--- src/rtl/wdt_pkg.sv ---
package wdt_pkg;
  typedef enum logic [1:0] {
    A_CTRL   = 2'd0,
    A_RELOAD = 2'd1,
    A_KEY1   = 2'd2,
    A_KEY2   = 2'd3
  } wdt_addr_e;

  typedef enum logic [1:0] {
    SQ_IDLE  = 2'd0,
    SQ_KEYED = 2'd1,
    SQ_PEND  = 2'd2
  } wdt_seq_e;

  localparam logic [7:0] KEY_FIRST  = 8'hA5;
  localparam logic [7:0] KEY_SECOND = 8'h5A;
endpackage

--- src/rtl/wdt_feed_seq.sv ---
module wdt_feed_seq
  import wdt_pkg::*;
(
  input  logic       clk,
  input  logic       rst,
  input  logic       abort,
  input  logic       wr_en,
  input  logic [1:0] wr_addr,
  input  logic [7:0] wr_data,
  output logic       feed_ok,
  output logic       seq_err
);
  wdt_seq_e state_q, state_d;

  always_comb begin
    state_d = state_q;
    feed_ok = 1'b0;
    seq_err = 1'b0;
    if (wr_en) begin
      case (state_q)
        SQ_IDLE: begin
          if (wr_addr == A_KEY1) begin
            if (wr_data == KEY_FIRST) state_d = SQ_KEYED;
            else seq_err = 1'b1;
          end else if (wr_addr == A_KEY2) begin
            seq_err = 1'b1;
          end else if (wr_addr == A_CTRL) begin
            state_d = SQ_PEND;
          end
        end
        SQ_KEYED: begin
          state_d = SQ_IDLE;
          if (wr_addr == A_KEY2 && wr_data == KEY_SECOND) feed_ok = 1'b1;
          else seq_err = 1'b1;
        end
        SQ_PEND: begin
          if (wr_addr == A_KEY1 && wr_data == KEY_FIRST) state_d = SQ_KEYED;
          else begin
            seq_err = 1'b1;
            state_d = SQ_IDLE;
          end
        end
        default: state_d = SQ_IDLE;
      endcase
    end
    if (abort) state_d = SQ_IDLE;
  end

  always_ff @(posedge clk) begin
    if (rst) state_q <= SQ_IDLE;
    else     state_q <= state_d;
  end
endmodule

--- src/rtl/wdt_clk_tap.sv ---
module wdt_clk_tap #(
  parameter int PRE_W    = 12,
  parameter int SEL_W    = 3,
  parameter int PCLK_DIV = 32
) (
  input  logic             clk,
  input  logic             rst,
  input  logic             clr,
  input  logic             en,
  input  logic             use_osc,
  input  logic             pclk_en,
  input  logic             wosc_en,
  input  logic [SEL_W-1:0] tap_sel,
  output logic             tap_tick
);
  localparam int DIV_W    = (PCLK_DIV > 1) ? $clog2(PCLK_DIV) : 1;
  localparam int TAP_BASE = PRE_W - (1 << SEL_W);
  localparam logic [DIV_W-1:0] DIV_LAST = DIV_W'(PCLK_DIV - 1);
  localparam logic [DIV_W-1:0] DIV_ONE  = DIV_W'(1);
  localparam logic [PRE_W-1:0] PRE_ONE  = PRE_W'(1);

  logic [DIV_W-1:0] div_q;
  logic [PRE_W-1:0] pre_q;
  logic [PRE_W-1:0] carry_mask;
  logic             div_tick, src_tick;

  assign div_tick = pclk_en && (div_q == DIV_LAST);
  assign src_tick = use_osc ? wosc_en : div_tick;

  always_comb begin
    for (int i = 0; i < PRE_W; i++)
      carry_mask[i] = (i <= TAP_BASE + int'(tap_sel));
  end

  assign tap_tick = en && src_tick && (&(pre_q | ~carry_mask));

  always_ff @(posedge clk) begin
    if (rst || clr) begin
      div_q <= '0;
      pre_q <= '0;
    end else if (en) begin
      if (pclk_en) div_q <= div_tick ? '0 : div_q + DIV_ONE;
      if (src_tick) pre_q <= pre_q + PRE_ONE;
    end
  end

  // a halted prescaler keeps its value
  assert_prescaler_hold_R10: assert property (@(posedge clk) disable iff (rst)
    (!en && !clr) |=> $stable(pre_q));
endmodule

--- src/rtl/wdt_downcnt.sv ---
module wdt_downcnt #(
  parameter int CNT_W = 8,
  parameter logic [CNT_W-1:0] INIT = '1
) (
  input  logic             clk,
  input  logic             rst,
  input  logic             load,
  input  logic             tick,
  input  logic [CNT_W-1:0] reload,
  output logic [CNT_W-1:0] cnt,
  output logic             uf
);
  localparam logic [CNT_W-1:0] CNT_ONE = CNT_W'(1);

  assign uf = tick && (cnt == '0);

  always_ff @(posedge clk) begin
    if (rst)       cnt <= INIT;
    else if (load) cnt <= reload;
    else if (tick) cnt <= (cnt == '0) ? reload : cnt - CNT_ONE;
  end

  // the counter moves only on a tap tick or a load
  assert_count_hold_R4: assert property (@(posedge clk) disable iff (rst)
    (!tick && !load) |=> $stable(cnt));
endmodule

--- src/rtl/wdt_keyed.sv ---
module wdt_keyed
  import wdt_pkg::*;
#(
  parameter int PRE_W    = 12,
  parameter int SEL_W    = 3,
  parameter int CNT_W    = 8,
  parameter int PCLK_DIV = 32,
  parameter logic [7:0] RELOAD_INIT = 8'hFF
) (
  input  logic       clk,
  input  logic       por,
  input  logic       pclk_en,
  input  logic       wosc_en,
  input  logic       pwr_down,
  input  logic       wr_en,
  input  logic [1:0] wr_addr,
  input  logic [7:0] wr_data,
  output logic       wdt_rst,
  output logic       tmr_irq,
  output logic       tmo_flag,
  output logic       counting
);
  localparam logic [CNT_W-1:0] CNT_INIT = RELOAD_INIT[CNT_W-1:0];

  logic             sh_run, sh_rst_en, sh_osc;
  logic [SEL_W-1:0] sh_tap;
  logic             act_run, act_rst_en, act_osc;
  logic [SEL_W-1:0] act_tap;
  logic [CNT_W-1:0] reload_q, cnt;
  logic             feed_ok, seq_err, tap_tick, uf, uf_ev, wd_fire, run_eff;
  logic             ctrl_wr, reload_wr, restart;

  assign ctrl_wr   = wr_en && (wr_addr == A_CTRL);
  assign reload_wr = wr_en && (wr_addr == A_RELOAD);
  assign run_eff   = act_run && !(pwr_down && !act_osc);
  assign uf_ev     = uf && !feed_ok;
  assign wd_fire   = act_rst_en && (uf_ev || seq_err);
  assign restart   = feed_ok || wd_fire;

  wdt_feed_seq u_seq (
    .clk(clk), .rst(por), .abort(wd_fire),
    .wr_en(wr_en), .wr_addr(wr_addr), .wr_data(wr_data),
    .feed_ok(feed_ok), .seq_err(seq_err)
  );

  wdt_clk_tap #(.PRE_W(PRE_W), .SEL_W(SEL_W), .PCLK_DIV(PCLK_DIV)) u_tap (
    .clk(clk), .rst(por), .clr(restart), .en(run_eff), .use_osc(act_osc),
    .pclk_en(pclk_en), .wosc_en(wosc_en), .tap_sel(act_tap), .tap_tick(tap_tick)
  );

  wdt_downcnt #(.CNT_W(CNT_W), .INIT(CNT_INIT)) u_cnt (
    .clk(clk), .rst(por), .load(restart), .tick(tap_tick),
    .reload(reload_q), .cnt(cnt), .uf(uf)
  );

  always_ff @(posedge clk) begin
    if (por) begin
      sh_run <= 1'b0; sh_rst_en <= 1'b0; sh_osc <= 1'b0; sh_tap <= '0;
      act_run <= 1'b0; act_rst_en <= 1'b0; act_osc <= 1'b0; act_tap <= '0;
      reload_q <= CNT_INIT;
      tmo_flag <= 1'b0;
      wdt_rst  <= 1'b0;
      tmr_irq  <= 1'b0;
      counting <= 1'b0;
    end else begin
      if (ctrl_wr) begin
        sh_run    <= wr_data[0];
        sh_rst_en <= wr_data[1];
        sh_osc    <= wr_data[2];
        sh_tap    <= wr_data[4 +: SEL_W];
      end
      if (reload_wr) reload_q <= wr_data[CNT_W-1:0];
      if (feed_ok) begin
        act_run    <= sh_run;
        act_rst_en <= sh_rst_en;
        act_osc    <= sh_osc;
        act_tap    <= sh_tap;
      end
      if (uf_ev) tmo_flag <= 1'b1;
      else if (ctrl_wr && !wr_data[7]) tmo_flag <= 1'b0;
      wdt_rst  <= wd_fire;
      tmr_irq  <= uf_ev && !act_rst_en;
      counting <= run_eff;
    end
  end

  // a valid feed reloads the counter
  assert_feed_reload_R2: assert property (@(posedge clk) disable iff (por)
    feed_ok |=> (cnt == $past(reload_q)));
  // peripheral source under power-down stops counting
  assert_pwrdown_halt_R10: assert property (@(posedge clk) disable iff (por)
    (pwr_down && !act_osc) |=> !counting);
  // an interrupt always comes with the timeout flag
  assert_irq_flag_R8: assert property (@(posedge clk) disable iff (por)
    tmr_irq |-> tmo_flag);
  // reset and interrupt are exclusive
  assert_rst_irq_excl_R12: assert property (@(posedge clk) disable iff (por)
    !(wdt_rst && tmr_irq));
endmodule

--- config.mk ---
export PLATFORM = sky130hd
export DESIGN_NAME = wdt_keyed
export DESIGN_NICKNAME = d
export VERILOG_FILES = /design/src/rtl/wdt_pkg.sv /design/src/rtl/wdt_feed_seq.sv /design/src/rtl/wdt_clk_tap.sv /design/src/rtl/wdt_downcnt.sv /design/src/rtl/wdt_keyed.sv
export SDC_FILE = /design/constraint.sdc
export NUM_CORES = 1
export LEC_CHECK = 0
export BUFFER_PORTS_ARGS = -buffer_cell sky130_fd_sc_hd__buf_2
export CAP_MARGIN = 20
export CORE_MARGIN = 2
export CORE_UTILIZATION = 45
export DETAILED_ROUTE_END_ITERATION = 16
export GPL_ROUTABILITY_DRIVEN = 1
export HOLD_SLACK_MARGIN = 0.05
export PLACE_DENSITY = 0.76
export SYNTH_ARGS = -nofsm -noshare
export SYNTH_HDL_FRONTEND = slang
export SYNTH_SLANG_ARGS = --single-unit
--- constraint.sdc ---
create_clock -name clk -period 2.6 [get_ports clk]
set_clock_uncertainty 0.2 [all_clocks]
set_input_delay 0.13 -clock clk [delete_from_list [all_inputs] [get_ports clk]]
set_output_delay 0.13 -clock clk [all_outputs]
set_load 0.05 [all_outputs]
* Word level (Yosys, flattened, before mapping) *
Index checks and enable logic that the tools add are counted.

cells by class
  add/sub/neg operators = 4
  magnitude comparators = 12
  bitwise gates (word level) = 2
  equality and inequality tests = 11
  multiplexer cells = 23
  reduce and logical (&&, ||, !) cells = 32

operator list
  kind                     count
  $le A4 B32 Y1 const A    4
  $le A5 B32 Y1 const A    4
  $le A3 B32 Y1 const A    2
  $le A1 B32 Y1 const A    1
  $le A2 B32 Y1 const A    1
  $mux W8                  3
  $logic_and A1 B1 Y1      14
  $mux W1                  13
  $add A12 B1 Y12 const B  1
  $not A12 Y12             1
  $or A12 B12 Y12          1
  $reduce_and A12 Y1       1
  $eq A8 B7 Y1 const B     1
  $eq A8 B8 Y1 const B     1
  $logic_not A8 Y1         1
  $mux W2                  4
  $sub A8 B1 Y8 const B    1
  $eq A2 B2 Y1 const B     3
  $ne A3 B3 Y1 const B     2
  $add A5 B1 Y5 const B    1
  $eq A5 B5 Y1 const B     1
  $logic_not A1 Y1         5
  $mux W5                  1
  $add A3 B3 Y4 const A    1
  10 further kinds         16

word-level totals
  bits in registers = 51
  bits of input ports = 16
  word-level logic and storage cells = 101
  output and inout bits = 4

* Longest topological paths before layout *
  depth after elaboration = 12
  mapped depth = 10
  gate-level depth less buffers = 9

* Modules after synthesis *
Synthesis repeated with hierarchy kept, for this count alone.

second synthesis, totals
  cell total of the unflattened synthesis = 299
  area total of the unflattened synthesis = 2591.2 sq um

modules (own cells, without submodules)
  module        area an instance (sq um)  instances  cells an instance
  wdt_keyed     914.6                     1          100
  wdt_clk_tap   905.9                     1          106
  wdt_downcnt   590.6                     1          74
  wdt_feed_seq  180.2                     1          19

* Least setup slack after synthesis *
Ideal clock, no wire load.

  kind = register to register
  from = reg u_tap.div_q[0]
  to = reg u_cnt.cnt[2]
  data required time = 2.336 ns
  library setup time = 0.064 ns
  setup slack = -0.109 ns
  path buffers = 1
  arrival time = 2.445 ns
  stages on the path, launching flop included = 11
  path through = dfxtp_1 > ha_1 > and3_1 > ha_1 > and4bb_4 > o2111a_4 > nand3_4 > or2_0 > buf_2 > or4_1 > nand4_1

on the way
  word-level cells in the longest chain between the ends = 11

ends and longest elaborated chain
  item                                                  RTL line           source
  start, declared                                       wdt_clk_tap.sv:22  logic [DIV_W-1:0] div_q;
  start signal, assigned                                wdt_clk_tap.sv:42  if (pclk_en) div_q <= div_tick ? '0 : div_q + DIV_ONE;
  $eq A5 B5 Y1 (*)                                      wdt_clk_tap.sv:27  assign div_tick = pclk_en && (div_q == DIV_LAST);
  $logic_and A1 B1 Y1 (*)                               wdt_clk_tap.sv:27
  $mux W1 (*)                                           wdt_clk_tap.sv:28  assign src_tick = use_osc ? wosc_en : div_tick;
  $logic_and A1 B1 Y1 (*) (2 in series)                 wdt_clk_tap.sv:35  assign tap_tick = en && src_tick && (&(pre_q | ~carry_mask));
  $logic_and A1 B1 Y1                                   wdt_downcnt.sv:15  assign uf = tick && (cnt == '0);
  $logic_and A1 B1 Y1                                   wdt_keyed.sv:36    assign uf_ev = uf && !feed_ok;
  $logic_or A1 B1 Y1                                    wdt_keyed.sv:37    assign wd_fire = act_rst_en && (uf_ev || seq_err);
  $logic_and A1 B1 Y1                                   wdt_keyed.sv:37
  $logic_or A1 B1 Y1                                    wdt_keyed.sv:38    assign restart = feed_ok || wd_fire;
  $mux W8 / $reduce_bool A2 Y1 (equally long branches)  -
  end signal, assigned                                  wdt_downcnt.sv:19  else if (load) cnt <= reload;
  end signal, assigned                                  wdt_downcnt.sv:20  else if (tick) cnt <= (cnt == '0) ? reload : cnt - CNT_ONE;
  end, declared                                         wdt_downcnt.sv:10  output logic [CNT_W-1:0] cnt,

Mark *: on every way between the ends. The rest lies on a longest branch, timed or not.
A chain may end at the register's enable or synchronous reset.

* Worst setup path in the final report *
  from = reg u_tap.div_q[1]
  to = reg u_cnt.cnt[2]

The elaborated chain is that of the path after synthesis.

==> results.sh <==
export IMPL_timing_hold_violations_final=0
export IMPL_synth_sequential_area_ratio_pct=41.3
export IMPL_cts_inserted_buffers=5
export IMPL_total_leakage_power_nw=1.18
export IMPL_fin_setup_tns_ns=0
export IMPL_final_min_period_over_clock_period_pct=99.3
export IMPL_syn_num_nets=308
export IMPL_rsz0062_at_grt="yes"
export IMPL_cp_start_kind="flip-flop"
export IMPL_final_common_cell="sky130_fd_sc_hd__dfxtp_1"
export IMPL_maxSlewHeadroom_pct=50.9
export IMPL_outcome="finished, final reports clean"
export IMPL_min_period_ns=2.58
export IMPL_area_delta_synth_final_pct=20.7
export IMPL_vias=2205
export IMPL_crit_chain="ha_4, and3_4, ha_4, and4bb_4, o2111a_4, nand3_4, or2_4, or4_1, nand4_1"
export IMPL_cts_sink_count=51
export IMPL_timing_final_setup_violations=0
export IMPL_synth_cells=288
export IMPL_antenna_found_initial=0
export IMPL_vias_in_the_first_global_route=2125
export IMPL_dieWidth_um=78.1
export IMPL_launch_instance_of_the_worst_register_to_register_path="u_tap.div_q[1]"
export IMPL_timing_critical_path_max_delay_family="simple AND/OR/NAND/NOR gates"
export IMPL_dpl_hpwl_um=3810
export IMPL_fmaxAchievable_mhz=387
export IMPL_async_reset_ff_share_pct=0
export IMPL_clock_pin_slew_worst_setup_and_hold_paths_ns=0.09
export IMPL_synth_area_per_cell_um2=8.59
export IMPL_mostFrequentLayoutCells="49 x sky130_fd_sc_hd__dfxtp_1, 25 x sky130_fd_sc_hd__nor2_1, 23 x sky130_fd_sc_hd__nand2_1, 23 x sky130_fd_sc_hd__nor3_1, 19 x sky130_fd_sc_hd__buf_2"
export IMPL_gr_usage_all_layers_pct=19.1
export IMPL_netlist_cell_type_count=51
export IMPL_route_antenna_remaining_nets=0
export IMPL_core_um2=5200
export IMPL_tritoncts_clock_tree="done"
export IMPL_postSynthRegisterBits=51
export IMPL_clock_tree_root_cell="sky130_fd_sc_hd__clkbuf_8"
export IMPL_worst_endpoint_required_ns=2.65
export IMPL_totalWireLength_um=5600
export IMPL_post_synthesis_instance_area_um2=2470
export IMPL_critical_path_buf_inv_count=0
export IMPL_final_area_um2=2990
export IMPL_detailedRoute_firstIterationViolations=83
export IMPL_timing_max_transition_violations_final=0
export IMPL_starting_utilization_of_the_core_area_pct=47.5
export IMPL_worst_endpoint_arrival_ns=2.63
export IMPL_clock_tree_htree_level_count=2
export IMPL_cap_violations=0
export IMPL_dpl_cell_area_um2=2710
export IMPL_dominantRegCellSynth="sky130_fd_sc_hd__dfxtp_1"
export IMPL_crit_path_max_incr_delay_ns=0.51
export IMPL_fp_dieArea_um2=6110
export IMPL_post_route_cells_drive_above_1_share_pct=16.9
export IMPL_clock_path_buffers=2
export IMPL_grt_pass1_wl_um=9400
export IMPL_route_detailed_drc=0
export IMPL_fin_nets=345
export IMPL_hold_path_startpoint="wr_addr[0]"
export IMPL_path_common_cell="sky130_fd_sc_hd__ha_4"
export IMPL_gp_routability_congestion=0.899
export IMPL_worstMarginPinSlew_ns=0.734
export IMPL_worstSetupEndpointType="flip-flop"
export IMPL_global_route_overflow_total=0
export IMPL_antenna_diode_count=0
export IMPL_port_buffers=19
export IMPL_firstDrtPassIters=4
export IMPL_synth_edf_count=0
export IMPL_kind_of_critical_path="reg2reg"
export IMPL_grt_start_max_net_pins=26
export IMPL_worstSkewPairLatency_ns=0.30
export IMPL_fill_cells=469
export IMPL_cp_slowest_cell="sky130_fd_sc_hd__or4_1"
export IMPL_path_max_fanout=6
export IMPL_vdd_ir_drop_max_mv=0.430
export IMPL_critical_path_startpoint="u_tap.div_q[1]"
export IMPL_yosysWarningCount=0
export IMPL_floorplan_rows=26
export IMPL_wl_per_cell_um=14.1
export IMPL_timing_hold_worst_class="in2reg"
export IMPL_num_io_pins=20
export IMPL_die_height_um=78.1
export IMPL_vias_per_cell=5.57
export IMPL_powerDensity_nw_per_um2=480
[metal layers]
layer / part of all wire (%) / routed length (um) / up-vias / track usage, %
met5: 0 / 0 / - / 0
met4: 1.7 / 97 / 0 / 8.25
met3: 2.6 / 145 / 8 / 3.33
met2: 48 / 2670 / 36 / 32.6
met1: 48 / 2690 / 1042 / 23.7
li1: - / - / 1119 / -
[sequential cells by signal, indices dropped and copies added (netlist names), 2 cells and up]
name and cells:
u_tap.pre_q 12, reload_q 8, u_cnt.cnt 8, u_tap.div_q 5, act_tap 3, sh_tap 3, u_seq.state_q 2
[worst min-delay path, delay by kind of cell]
family	cells	cell delay [ns]
simple gates	2	0.17
compound gates	1	0.15
buf+inv	1	0.12
[synthesized netlist by cell type, drive strengths merged (5+ instances only)]
| master | count | area (um^2) |
|---|---|---|
| buf | 6 | 28.8 |
| inv | 9 | 33.8 |
| clkbuf | 8 | 30.0 |
| nand4 | 7 | 43.8 |
| xor2 | 9 | 78.8 |
| o21ai | 9 | 45.0 |
| nand2 | 23 | 86.3 |
| nor2 | 25 | 93.8 |
| nor3 | 23 | 115 |
| nor4 | 5 | 31.3 |
| nand3 | 17 | 97.6 |
| dfxtp | 51 | 1020 |
| a21oi | 11 | 55.1 |
| mux2i | 13 | 130 |
[stage by stage]
step | cells | power, W | util, % | setup slack (ns) | hold WS [ns]
after global placement | 372 | 0.000884 | 52.1 | 0.0946 | 0.184
final | 396 | 0.00143 | 57.4 | 0.0181 | 0.0973
after floorplan | 288 | 0.000856 | - | 0.0297 | 0.0540
after CTS | 391 | 0.00144 | 56.4 | 0.0191 | 0.0997
after global routing | 396 | 0.00148 | 57.4 | -0.0418 | 0.136
after detailed placement | 372 | 0.000885 | 52.1 | 0.0100 | 0.185
[power breakdown]
part / internal [W] / switching (W) / total [W]
combinational: 0.0000380 / 0.0000438 / 0.0000818
clock: 0.000287 / 0.000266 / 0.000553
sequential: 0.000790 / 0.00000682 / 0.000797
total: 0.00111 / 0.000317 / 0.00143
[cells by family after synthesis]
| group | count (synthesis) | synth area share (%) |
|---|---|---|
| AND/OR/NAND/NOR | 133 | 28.9 |
| AO/OA/AOI/OAI | 52 | 14.6 |
| buffers and inverters | 23 | 3.74 |
| adder cells (fa/ha/maj) | 4 | 2.02 |
| flip-flops | 51 | 41.3 |
| XOR/XNOR | 12 | 4.25 |
| multiplexers | 13 | 5.26 |
[final cells by class]
cell class	count	area, um^2	share of cell area, %
Inverter	9	33.8	1.13
Timing Repair Buffer	44	323	10.8
Multi-Input combinational cell	214	1400	46.9
Clock inverter	3	43.8	1.47
Clock buffer	5	68.8	2.31
Tap cell	70	87.6	2.93
Sequential cell	51	1030	34.5
[worst paths after layout]
kind                                    endpoint  cells after the start  slack (ns)
worst max-delay path                u_cnt.cnt[2]                      9        0.02
worst min-delay path            u_seq.state_q[1]                      4         0.1
worst max register to register      u_cnt.cnt[2]                      9        0.02
worst min register to register       reload_q[7]                      2        0.28
[repair_timing]
item,in CTS,in global routing
hold buffers,11,0
pin swaps,0,7
resized for setup,2,4
hold endpoints to repair,17,0
setup endpoints to repair,1,24
setup buffers,0,5
Note: power is estimated with default switching activity, not from simulation.
